===== src/rtl/nest_irq_ctrl.sv =====
module nest_irq_ctrl #(
  parameter int NUM_VEC   = 30,
  parameter int NUM_REG   = 8,
  parameter int STK_DEPTH = 4,
  parameter int ADDR_W    = 24,
  parameter int TLI_VEC   = 0,
  parameter logic [ADDR_W-1:0] VEC_BASE  = 24'h008008,
  parameter logic [ADDR_W-1:0] TRAP_ADDR = 24'h008004
) (
  input  logic                       clk,
  input  logic                       rst_n,
  input  logic                       reg_wr,
  input  logic [$clog2(NUM_REG)-1:0] reg_addr,
  input  logic [7:0]                 reg_wdata,
  output logic [7:0]                 reg_rdata,
  input  logic [NUM_VEC-1:0]         irq_req,
  input  logic                       trap_req,
  input  logic                       enter,
  input  logic                       iret,
  input  logic                       lvl_load,
  input  logic [1:0]                 lvl_in,
  output logic [1:0]                 cur_lvl,
  output logic                       irq_take,
  output logic                       irq_trap,
  output logic [$clog2(NUM_REG*4)-1:0] irq_idx,
  output logic [ADDR_W-1:0]          irq_addr,
  output logic [1:0]                 irq_lvl
);
  localparam int IDX_W = $clog2(NUM_REG * 4);
  localparam int SP_W  = $clog2(STK_DEPTH + 1);
  localparam int PI_W  = $clog2(STK_DEPTH);
  localparam logic [1:0] LVL3 = 2'b11;

  function automatic logic [1:0] code2num(input logic [1:0] c);
    return {~(c[1] ^ c[0]), c[0]};
  endfunction

  function automatic logic [1:0] num2code(input logic [1:0] n);
    return {~(n[1] ^ n[0]), n[0]};
  endfunction

  logic [NUM_REG*8-1:0] prio;
  logic [1:0]           cur_q;
  logic [SP_W-1:0]      sp;
  logic [1:0]           stk [STK_DEPTH];
  logic [1:0]           vnum [NUM_VEC];
  logic [NUM_VEC-1:0]   elig;
  logic                 best_found;
  logic [1:0]           best_lvl;
  logic [IDX_W-1:0]     best_idx;
  logic                 take_in;

  always_ff @(posedge clk or negedge rst_n)
    if (!rst_n) prio <= '1;
    else if (reg_wr)
      for (int f = 0; f < 4; f++)
        if (reg_wdata[2*f +: 2] != 2'b10)
          prio[8*reg_addr + 2*f +: 2] <= reg_wdata[2*f +: 2];

  assign reg_rdata = prio[8*reg_addr +: 8];

  for (genvar v = 0; v < NUM_VEC; v++) begin : g_vec
    if (v == TLI_VEC) begin : g_tli
      assign vnum[v] = 2'd3;
    end else begin : g_sw
      assign vnum[v] = code2num(prio[2*v +: 2]);
    end
    assign elig[v] = irq_req[v] && (vnum[v] > code2num(cur_q));
  end

  always_comb begin
    best_found = 1'b0;
    best_lvl   = 2'd0;
    best_idx   = '0;
    for (int v = NUM_VEC - 1; v >= 0; v--)
      if (elig[v] && (!best_found || vnum[v] >= best_lvl)) begin
        best_found = 1'b1;
        best_lvl   = vnum[v];
        best_idx   = IDX_W'(v);
      end
  end

  assign irq_trap = trap_req;
  assign irq_take = trap_req | best_found;
  assign irq_idx  = best_idx;
  assign irq_lvl  = trap_req ? LVL3 : num2code(best_lvl);
  assign irq_addr = trap_req ? TRAP_ADDR : VEC_BASE + (ADDR_W'(best_idx) << 2);
  assign cur_lvl  = cur_q;
  assign take_in  = enter && irq_take;

  always_ff @(posedge clk or negedge rst_n)
    if (!rst_n) begin
      cur_q <= LVL3;
      sp    <= '0;
      for (int i = 0; i < STK_DEPTH; i++) stk[i] <= LVL3;
    end else if (take_in) begin
      cur_q <= irq_lvl;
      if (sp < SP_W'(STK_DEPTH)) begin
        stk[PI_W'(sp)] <= cur_q;
        sp             <= sp + SP_W'(1);
      end else
        stk[PI_W'(STK_DEPTH - 1)] <= cur_q;
    end else if (iret) begin
      if (sp != '0) begin
        cur_q <= stk[PI_W'(sp - SP_W'(1))];
        sp    <= sp - SP_W'(1);
      end
    end else if (lvl_load)
      cur_q <= lvl_in;


  sp_bound_chk: assert property (@(posedge clk) disable iff (!rst_n)
    sp <= SP_W'(STK_DEPTH));


  trap_lvl_chk: assert property (@(posedge clk) disable iff (!rst_n)
    enter && trap_req |=> cur_q == LVL3);


  lvl0_write_chk: assert property (@(posedge clk) disable iff (!rst_n)
    reg_wr && reg_wdata == 8'hAA |=> $stable(prio));


  accept_chk: assert property (@(posedge clk) disable iff (!rst_n)
    irq_take && !irq_trap |-> code2num(irq_lvl) > code2num(cur_q));


  empty_ret_chk: assert property (@(posedge clk) disable iff (!rst_n)
    iret && !take_in && sp == '0 |=> $stable(cur_q));
endmodule


===== config.mk =====
export PLATFORM = sky130hd
export DESIGN_NAME = nest_irq_ctrl
export DESIGN_NICKNAME = d
export VERILOG_FILES = /design/src/rtl/nest_irq_ctrl.sv
export SDC_FILE = /design/constraint.sdc
export NUM_CORES = 1
export LEC_CHECK = 0
export BUFFER_PORTS_ARGS = -buffer_cell sky130_fd_sc_hd__buf_2
export CELL_PAD_IN_SITES_DETAIL_PLACEMENT = 0
export CELL_PAD_IN_SITES_GLOBAL_PLACEMENT = 1
export CORE_MARGIN = 2
export CORE_UTILIZATION = 51
export DETAILED_ROUTE_END_ITERATION = 10
export GPL_TIMING_DRIVEN = 0
export PLACE_DENSITY_LB_ADDON = 0.15
export SYNTH_ARGS = -nofsm -noshare
export SYNTH_HDL_FRONTEND = slang
export SYNTH_SLANG_ARGS = --single-unit

===== constraint.sdc =====
create_clock -name clk -period 114.4 [get_ports clk]
set_input_delay 11.44 -clock clk [delete_from_list [all_inputs] [get_ports clk]]
set_output_delay 11.44 -clock clk [all_outputs]
set_load 0.01 [all_outputs]

==> results of run 1 <==
-- final timing paths --
| path | startpoint | endpoint | slack (ps) | cells after the start |
|---|---|---|---|---|
| max | irq_req[29] | irq_addr[6] | 52150 | 186 |
| min | prio[0] | prio[0] | 480 | 2 |
| max reg2reg | cur_lvl[0] | cur_lvl[1] | 72940 | 188 |
| min reg2reg | prio[0] | prio[0] | 480 | 2 |
| max in group asynchronous | rst_n | prio[10] | 102900 | 2 |
| min in group asynchronous | rst_n | prio[12] | 11060 | 1 |
-- worst max-delay path: cells and delay by family --
family	cells	cell delay, ps
AOI/OAI and AO/OA	87	18900
buffers and inverters	9	1650
and+or+nand+nor	53	8240
adders and majority gates	28	7310
muxes	9	3260
-- per-stage QoR --
step	cells	area (sq um)
final	1363	10290
after global routing	1363	10290
after CTS	1363	10290
after detailed placement	1347	9965
after global placement	1346	9932
after floorplan	1044	9280
-- cell usage after synthesis (3+ instances only) --
| cell type | number | area share, % |
|---|---|---|
| a21o_1 | 15 | 1.2 |
| or4_4 | 3 | 0.37 |
| nor2b_1 | 37 | 2.5 |
| buf_6 | 3 | 0.37 |
| o211ai_1 | 26 | 2.1 |
| mux2_2 | 81 | 9.9 |
| dfrtp_1 | 3 | 0.81 |
| dfstp_2 | 74 | 21 |
| buf_4 | 19 | 1.5 |
| or2_2 | 8 | 0.54 |
| o31ai_1 | 4 | 0.33 |
| o31a_1 | 3 | 0.29 |
| a21oi_1 | 58 | 3.1 |
| a211oi_1 | 7 | 0.57 |
| or3_1 | 4 | 0.27 |
| o21a_1 | 5 | 0.41 |
| a31oi_1 | 14 | 0.95 |
| clkbuf_1 | 12 | 0.49 |
| nor2_1 | 42 | 1.7 |
| and3_1 | 14 | 0.95 |
| a21bo_2 | 5 | 0.54 |
| nand2b_1 | 39 | 2.6 |
| o21ai_0 | 29 | 1.6 |
| xor2_1 | 6 | 0.57 |
| mux2i_1 | 9 | 0.98 |
| o22ai_1 | 5 | 0.34 |
| ha_1 | 127 | 17 |
| a21boi_1 | 5 | 0.41 |
| nand3b_1 | 3 | 0.24 |
| nand4_1 | 8 | 0.54 |
| buf_1 | 3 | 0.12 |
| nand3_1 | 29 | 1.6 |
| mux4_2 | 18 | 4.4 |
| and2_1 | 8 | 0.54 |
| nand2_1 | 111 | 4.5 |
| nor3b_1 | 4 | 0.33 |
| o2bb2ai_1 | 4 | 0.38 |
| a21boi_0 | 6 | 0.49 |
| xnor2_1 | 26 | 2.5 |
| nor4_1 | 6 | 0.41 |
| inv_1 | 62 | 2.5 |
| nor3_1 | 22 | 1.2 |
| o211a_1 | 5 | 0.54 |
-- state kept, by name, indices dropped and copies added (netlist names) --
| register | count |
|---|---|
| cur_lvl | 2 |
| prio | 64 |
| sp | 3 |
| stk | 8 |
-- routing by layer --
layer | routed length [um] | share of wire (%) | GRT usage [%]
met5 | 0 | 0 | 0
met4 | 661 | 2.5 | 7.573
met3 | 1831 | 7.0 | 4.018
met2 | 11810 | 45 | 43.30
met1 | 12010 | 46 | 39.02
-- cell type report --
type                    count  area (sq um)  share of cell area [%]
plain buffers              39         242.7                   2.358
clock buffers              13         260.3                   2.528
clock inverters             3         68.82                  0.6685
inverters                  63         236.5                   2.297
multi-input cells         865          6784                   65.91
flip-flops and latches     77          2019                   19.62
well taps                 229         286.5                   2.784
repair buffers             74         395.4                   3.841
-- cell usage in the layout, fill, tap and decap left out, drive strengths merged, types with 6 or more instances in the layout --
master    n
mux2i    10
ha      127
nor2     42
nor3     22
conb     18
or2       9
a31oi    15
and3     14
and2      8
a21boi   11
a21oi    60
a211oi    7
nor2b    39
mux2     81
buf     101
a21o     15
clkbuf   25
inv      62
nor4      6
nand2   111
mux4     18
nand3    29
xor2      6
xnor2    26
o211a     6
o31ai     6
nand4     8
o211ai   26
dfstp    74
nand2b   39
o21ai    32
o21a      7
-- kinds of logic (layout without fill, tap and decap cells) --
family | after synthesis | in the layout | synth area share, %
mux | 109 | 109 | 15.42
other cells | 2 | 18 | 0.08145
flops | 77 | 77 | 21.90
fa+ha+maj | 127 | 127 | 17.23
xor+xnor | 32 | 32 | 3.040
buf+inv | 102 | 192 | 5.197
simple gates | 347 | 347 | 19.30
compound gates | 232 | 232 | 17.83
==> reports/metrics.csv, run 1 <==
metric,value,unit
status,"finished, final reports clean",
hold_class,reg2reg,
cp_common_cell,a21oi_1,
final-hold-violation-count,0,
maxCapViolCount,0,
setup_viol,0,
ys_warn_count,0,
cp-end-kind,output port,
max_freq,16.06,MHz
port_buffers,73,
root_buffer,clkbuf_16,
io_pins,93,
hold_buffers,0,
synth_cell_types,83,
netlist_area,9220,sq um
grt_pass1_vias,7884,
die_y,138.5,um
vias,8172,
nets,1306,
drt_drc_violations_left,0,
antenna_found_initial,0,
n_antenna_cell,0,
area_growth,11.64,%
drive_above_1_share,28.04,%
wire_per_inst,19.31,um
cts_tree,built,
hold_slack,481.2,ps
synth_edf_count,0,
die_width,138.5,um
cp_slowest_stage_delay,630,ps
synth-seq-cells,77,
numCtsBuffers,9,
fp.dieArea,19170,sq um
worst_slack,52150,ps
hpwlAfterDp,21070,um
gr-total-overflow,0,
finalCritPeriodShare,54.41,%
n_fill_cell,1657,
clock-sinks,77,
crit_required,102960,ps
postSynthCellCount,1028,
synth-main-ff-cell,dfstp_2,
routabilityCongestion,0.9114,
clkTransAtPathRegs,60,ps
seq_area_frac_synth,21.90,%
async_flop_share,100.0,%
grt_start_max_net_pins,77,
tightest_slew,979.5,ps
grt_pass1_wl,42110,um
first_pass_iters,6,
core_area,17840,sq um
rows,49,
start_util,51.68,%
htree_levels,3,
syn_avg_cell_area,8.969,sq um
critical_path.max_fanout,10,
clk_latency,340,ps
startpoint_type,input port,
clockBufferDepth,2,
finalCriticalPeriod,62250,ps
slew_headroom,34.10,%
post_cts.repair.setup_buffers,0,
track_usage,27.31,%
postCtsResizedCells,0,
path_class,in2out,
dp_slack,52650,ps
finalClockSkew,5.201,ps
via_per_inst,5.996,
rsz0062_at_grt,no,
post-route-util,57.70,%
slew_violations,0,
first_iter_violations,624,
drtAntennaViolNets,0,
cp_slowest_cell,a21oi_1,
drt_wl_total,26320,um
worstPathArrival,50810,ps
setup-tns-final,0,ps
Power of run 1 is left out: the tool's default activity adds up to more than one toggle a clock period on the data nets, which glitch-free logic cannot reach.
==> run 2, diff against run 1 <==
--- a/config.mk
+++ b/config.mk
@@ -5,11 +5,12 @@
 export SDC_FILE = /design/constraint.sdc
 export NUM_CORES = 1
 export LEC_CHECK = 0
+export ABC_AREA = 1
 export BUFFER_PORTS_ARGS = -buffer_cell sky130_fd_sc_hd__buf_2
 export CELL_PAD_IN_SITES_DETAIL_PLACEMENT = 0
 export CELL_PAD_IN_SITES_GLOBAL_PLACEMENT = 1
 export CORE_MARGIN = 2
-export CORE_UTILIZATION = 51
+export CORE_UTILIZATION = 44
 export DETAILED_ROUTE_END_ITERATION = 10
 export GPL_TIMING_DRIVEN = 0
 export PLACE_DENSITY_LB_ADDON = 0.15
==> constraint.sdc (replaced) <==
create_clock -name clk -period 58.4 [get_ports clk]
set_input_delay 5.84 -clock clk [delete_from_list [all_inputs] [get_ports clk]]
set_output_delay 5.84 -clock clk [all_outputs]
set_load 0.01 [all_outputs]
==> run 2 against run 1 <==
  * First-iteration DRC count decreased by 20%
  * Register-to-register slack got worse by 45000 ps
  * Clock skew increased by 2.0 ps
  * Die area increased by 11%
  * Critical path type unchanged
  * Critical path depth increased by 23
  * Highest routed layer unchanged
  * Sequential share of layout area increased by 0.66 points
  * Wire length decreased by 4.6%
  * Clock-buffer cell count decreased by 3
  * Flip-flop and latch count unchanged
  * Final cell count increased by 24%
==> reports/metrics.csv, run 2 <==
metric,value,unit,change
status,"finished, final reports clean",,unchanged
crit_required,52560,ps,was 102960 ps
grt_start_max_net_pins,73,,was 77
synth-main-ff-cell,dfstp_2,,unchanged
synth_cell_types,49,,was 83
cp_common_cell,nand2_1,,was a21oi_1
slew_headroom,37.70,%,was 34.10%
drtAntennaViolNets,0,,unchanged
finalInstanceArea,9960,sq um,was 10290 sq um
root_buffer,clkbuf_16,,unchanged
final-hold-violation-count,0,,unchanged
die_width,145.9,um,was 138.5 um
critical_path.max_fanout,7,,was 10
numCtsBuffers,9,,unchanged
synth_edf_count,0,,unchanged
grt_pass1_vias,8008,,was 7884
slew_violations,0,,unchanged
hpwlAfterDp,20420,um,was 21070 um
htree_levels,3,,unchanged
hold_slack,474.7,ps,was 481.2 ps
met2_wirelength,10950,um,was 11810 um
synth_top_area_cell,dfstp_2,,unchanged
drt_drc_violations_left,0,,unchanged
gr-total-overflow,0,,unchanged
hold_class,reg2reg,,unchanged
finalCritPeriodShare,68.32,%,
async_flop_share,100.0,%,unchanged
setup-tns-final,0,ps,unchanged
n_antenna_cell,0,,unchanged
post_cts.repair.setup_buffers,0,,unchanged
met1Wirelength,12060,um,was 12010 um
top_regs,"prio x64, stk x8, sp x3",,unchanged
finalCriticalPeriod,39900,ps,
clockBufferDepth,2,,unchanged
synth-seq-cells,77,,unchanged
port_buffers,73,,unchanged
io_pins,93,,unchanged
core_area,19590,sq um,was 17840 sq um
grt_pass1_wl,41300,um,was 42110 um
clk_latency,340,ps,about the same
die_y,145.9,um,was 138.5 um
finalClockSkew,7.215,ps,was 5.201 ps
cp_slowest_stage_delay,410,ps,was 630 ps
startpoint_type,input port,,unchanged
hold_buffers,0,,unchanged
synth.area.top_cells,"dfstp_2 22%, ha_1 18%, nand2_1 14%",,"was dfstp_2 21%, ha_1 17%, mux2_2 9.9%"
clkTransAtPathRegs,60,ps,about the same
track_usage,24.00,%,was 27.31%
cp-end-kind,output port,,unchanged
postSynthCellCount,1316,,was 1028
postCtsResizedCells,0,,unchanged
maxCapViolCount,0,,unchanged
clock-sinks,77,,unchanged
first_pass_iters,6,,unchanged
nets,1594,,was 1306
ys_warn_count,0,,unchanged
wire_per_inst,14.89,um,was 19.31 um
netlist_area,8861,sq um,was 9220 sq um
synth_most_common_cell,nand2_1,,was ha_1
setup_viol,0,,unchanged
antenna_found_initial,0,,unchanged
tightest_slew,934.5,ps,was 979.5 ps
worstPathArrival,34060,ps,was 50810 ps
largest_reg_flops,64,,unchanged
rsz0062_at_grt,no,,unchanged
area_growth,12.40,%,was 11.64%
vias,8497,,was 8172
seq_area_frac_synth,22.79,%,was 21.90%
routabilityCongestion,0.9048,,was 0.9114
first_iter_violations,502,,was 624
path_class,in2out,,unchanged
drt_wl_total,25110,um,was 26320 um
via_per_inst,5.037,,was 5.996
start_util,45.23,%,was 51.68%
synth.top_cell.area_share,21.94,%,was 21.09%
fp.dieArea,21290,sq um,was 19170 sq um
drive_above_1_share,16.10,%,was 28.04%
place_area,9651,sq um,was 9965 sq um
max_freq,25.06,MHz,
regMostFlops,prio,,unchanged
cp_slowest_cell,nor4_1,,was a21oi_1
synthTopCellsByCount,"334 x nand2_1, 198 x inv_1, 127 x ha_1, 114 x o21ai_0, 101 x nand3_1",,"was 127 x ha_1, 111 x nand2_1, 81 x mux2_2, 74 x dfstp_2, 62 x inv_1"
layout_common_cells,"334 x nand2_1, 198 x inv_1, 126 x ha_1",,"was 126 x ha_1, 111 x nand2_1, 81 x mux2_2"
topRoutingLayerUsed,met4,,unchanged
rows,51,,was 49
syn_avg_cell_area,6.733,sq um,was 8.969 sq um
met3RoutedLength,1720,um,was 1831 um
cts_tree,built,,unchanged
final_common_cell,nand2_1,,was ha_1
[run 2: changes by cell type after synthesis, moves of 16 or more]
cell / before / now
nor2_1: 42 / 73
mux4_2: 18 / 0
inv_1: 62 / 198
o211ai_1: 26 / 4
nand2b_1: 39 / 0
nand2_1: 111 / 334
nand3_1: 29 / 101
o21ai_0: 29 / 114
nor2b_1: 37 / 0
and2_1: 8 / 24
mux2_2: 81 / 3
[run 2: cells by family (layout without fill, tap and decap cells)]
kind of cell / count (synthesis) / after routing / synth area share (%)
and+or+nand+nor: 608 / 608 / 30.71
buffers and inverters: 243 / 333 / 11.13
AOI/OAI and AO/OA: 222 / 222 / 13.58
adders and majority gates: 127 / 127 / 17.93
DFF: 77 / 77 / 22.79
xor gates and xnor gates: 32 / 32 / 3.163
muxes: 5 / 5 / 0.6072
other: 2 / 18 / 0.08475
[run 2: critical path, delay by kind of cell]
kind	cells	cell delay (ps)
adder cells (fa/ha/maj)	29	7570
AO/OA/AOI/OAI	33	5200
AND/OR/NAND/NOR	115	12780
buffers and inverters	32	2650
[run 2: area by class of cell]
type	instances	area (sq um)
buffer	38	214.0
sequential	77	2019
clock buffer	10	239.0
multi-input combinational	1012	5918
clock inverter	6	70.07
fill	2039	9630
inverter	205	772.0
tap	265	331.6
timing repair buffer	74	395.4
[run 2: routing by layer]
layer	GRT usage (%)	vias up
met5	0	-
met4	4.902	0
met3	4.702	27
met2	38.00	225
met1	34.02	3776
li1	-	4469
[run 2: worst paths after layout]
check	cells after the start	to	startpoint	slack [ps]
max in group asynchronous	2	prio[61]	rst_n	52490
min in group asynchronous	1	sp[2]	rst_n	5310
min	2	stk[2]	stk[2]	470
max	209	irq_addr[7]	irq_req[29]	18500
min reg2reg	2	stk[2]	stk[2]	470
max reg2reg	214	cur_lvl[1]	cur_lvl[0]	28220
[run 2: through the flow]
stage / setup WS, ps / util (%) / cells
final: 18500 / 50.84 / 1687
after detailed placement: 18580 / 49.26 / 1671
after CTS: 18520 / 50.84 / 1687
after global placement: 18740 / 49.10 / 1670
after floorplan: 21720 / - / 1332
after global routing: 15070 / 50.84 / 1687
Power of run 2 is left out for the same reason.
==> run 3, diff against run 2 <==
==> constraint.sdc (replaced) <==
create_clock -name clk -period 37.7 [get_ports clk]
set_input_delay 3.77 -clock clk [delete_from_list [all_inputs] [get_ports clk]]
set_output_delay 3.77 -clock clk [all_outputs]
set_load 0.01 [all_outputs]
==> run 3 against run 2 <==
  * Wire length about the same
  * Worst setup slack got worse by 15000 ps
  * Sequential share of layout area down 0.14 points
  * Flip-flop and latch count did not move
  * Via count up 0.39%
  * Critical endpoint unchanged
==> reports/metrics.csv, run 3 (synthesis results as in run 2) <==
metric,value,unit,change
status,"finished, final reports clean",,unchanged
wire_per_inst,14.88,um,was 14.89 um
drt_drc_violations_left,0,,unchanged
setup_viol,0,,unchanged
cp_common_cell,nand2_1,,unchanged
max_freq,28.84,MHz,
post-route-util,51.18,%,was 50.84%
gr-total-overflow,0,,unchanged
n_fill_cell,2052,,was 2039
first_pass_iters,5,,was 6
finalCriticalPeriod,34680,ps,
cp_slowest_cell,or2_2,,was nor4_1
clkTransAtPathRegs,60,ps,about the same
slew_headroom,37.46,%,was 37.70%
tightest_slew,938.2,ps,was 934.5 ps
root_buffer,clkbuf_16,,unchanged
routabilityCongestion,0.9048,,unchanged
worstPathArrival,30910,ps,was 34060 ps
via_per_inst,5.053,,was 5.037
die_y,145.9,um,unchanged
grt_use_met1,34.02,%,unchanged
hold_slack,474.6,ps,was 474.7 ps
htree_levels,3,,unchanged
hpwlAfterDp,20420,um,unchanged
clock-sinks,77,,unchanged
use_met2,38.00,%,unchanged
clk_latency,340,ps,about the same
vias,8530,,was 8497
grt_use_met3,4.702,%,unchanged
io_pins,93,,unchanged
dp_slack,2020,ps,was 18580 ps
drive_above_1_share,17.43,%,was 16.10%
slew_violations,0,,unchanged
port_buffers,73,,unchanged
drt_wl_total,25120,um,was 25110 um
regMostFlops,prio,,unchanged
worst_slack,3025,ps,was 18500 ps
numCtsBuffers,9,,unchanged
area_growth,13.16,%,was 12.40%
cp-end-kind,output port,,unchanged
fp.dieArea,21290,sq um,unchanged
antenna_found_initial,0,,unchanged
crit_required,33930,ps,was 52560 ps
grt_start_max_net_pins,73,,unchanged
grt_pass1_vias,8008,,unchanged
final-hold-violation-count,0,,unchanged
drtAntennaViolNets,0,,unchanged
grt_pass1_wl,41300,um,unchanged
cts_tree,built,,unchanged
final_common_cell,nand2_1,,unchanged
track_usage,24.00,%,unchanged
maxCapViolCount,0,,unchanged
layout_common_cells,"319 x nand2_1, 198 x inv_1, 126 x ha_1",,"was 334 x nand2_1, 198 x inv_1, 126 x ha_1"
path_class,in2out,,unchanged
startpoint_type,input port,,unchanged
core_area,19590,sq um,unchanged
hold_class,reg2reg,,unchanged
nets,1595,,was 1594
n_antenna_cell,0,,unchanged
largest_reg_flops,64,,unchanged
finalClockSkew,6.085,ps,was 7.215 ps
start_util,45.23,%,unchanged
first_iter_violations,519,,was 502
die_width,145.9,um,unchanged
finalCritPeriodShare,91.98,%,
clockBufferDepth,2,,unchanged
rows,51,,unchanged
critical_path.max_fanout,7,,unchanged
top_regs,"prio x64, stk x8, sp x3",,unchanged
top_usage_layer,met2,,unchanged
cp_slowest_stage_delay,300,ps,was 410 ps
run 3: cell count changes in the layout (fill, tap and decap cells not counted), sizes merged:
cell  before  now
buf       94   95
run 3: per-layer routing:
layer  vias to the layer above  part of all wire (%)
li1                       4461                     -
met1                      3837                    48
met2                       207                    44
met3                        25                   6.5
met4                         0                   1.4
met5                         -                     0
run 3: final cells by class:
type	instances	area, sq um	share of cell area, %
plain buffers	38	214.0	2.134
flip-flops and latches	77	2019	20.14
clock inverters	6	70.07	0.6988
well taps	265	331.6	3.307
multi-input cells	1012	5978	59.62
repair buffers	75	402.9	4.018
inverters	205	772.0	7.699
clock buffers	10	239.0	2.383
run 3: metrics by stage:
stage	std cells	cell area [sq um]	setup TNS, ps
finish	1688	10030	0
global route	1688	10030	-85.39
CTS	1687	9960	0
detailed placement	1671	9651	0
global placement	1670	9618	0
floorplan	1332	8921	0
run 3: what timing repair did:
action	4_1_cts	5_1_grt
hold buffers	0	0
setup buffers	0	1
resized for setup	0	20
hold endpoints to repair	0	0
endpoints found under the setup margin	0	13
run 3: critical path, delay by kind of cell:
| family | cells | cell delay [ps] |
|---|---|---|
| AND/OR/NAND/NOR | 115 | 12070 |
| buffers and inverters | 32 | 2460 |
| adder cells (fa/ha/maj) | 29 | 7480 |
| AO/OA/AOI/OAI | 33 | 5110 |
run 3: worst paths after layout:
kind,start,endpoint,slack (ps),cells past startpoint
min in group asynchronous,rst_n,sp[2],3230,1
max reg2reg,cur_lvl[0],cur_lvl[1],8400,214
max,irq_req[29],irq_addr[7],3020,209
max in group asynchronous,rst_n,prio[63],33860,2
min reg2reg,stk[2],stk[2],470,2
min,stk[2],stk[2],470,2
Power of run 3 is left out for the same reason.
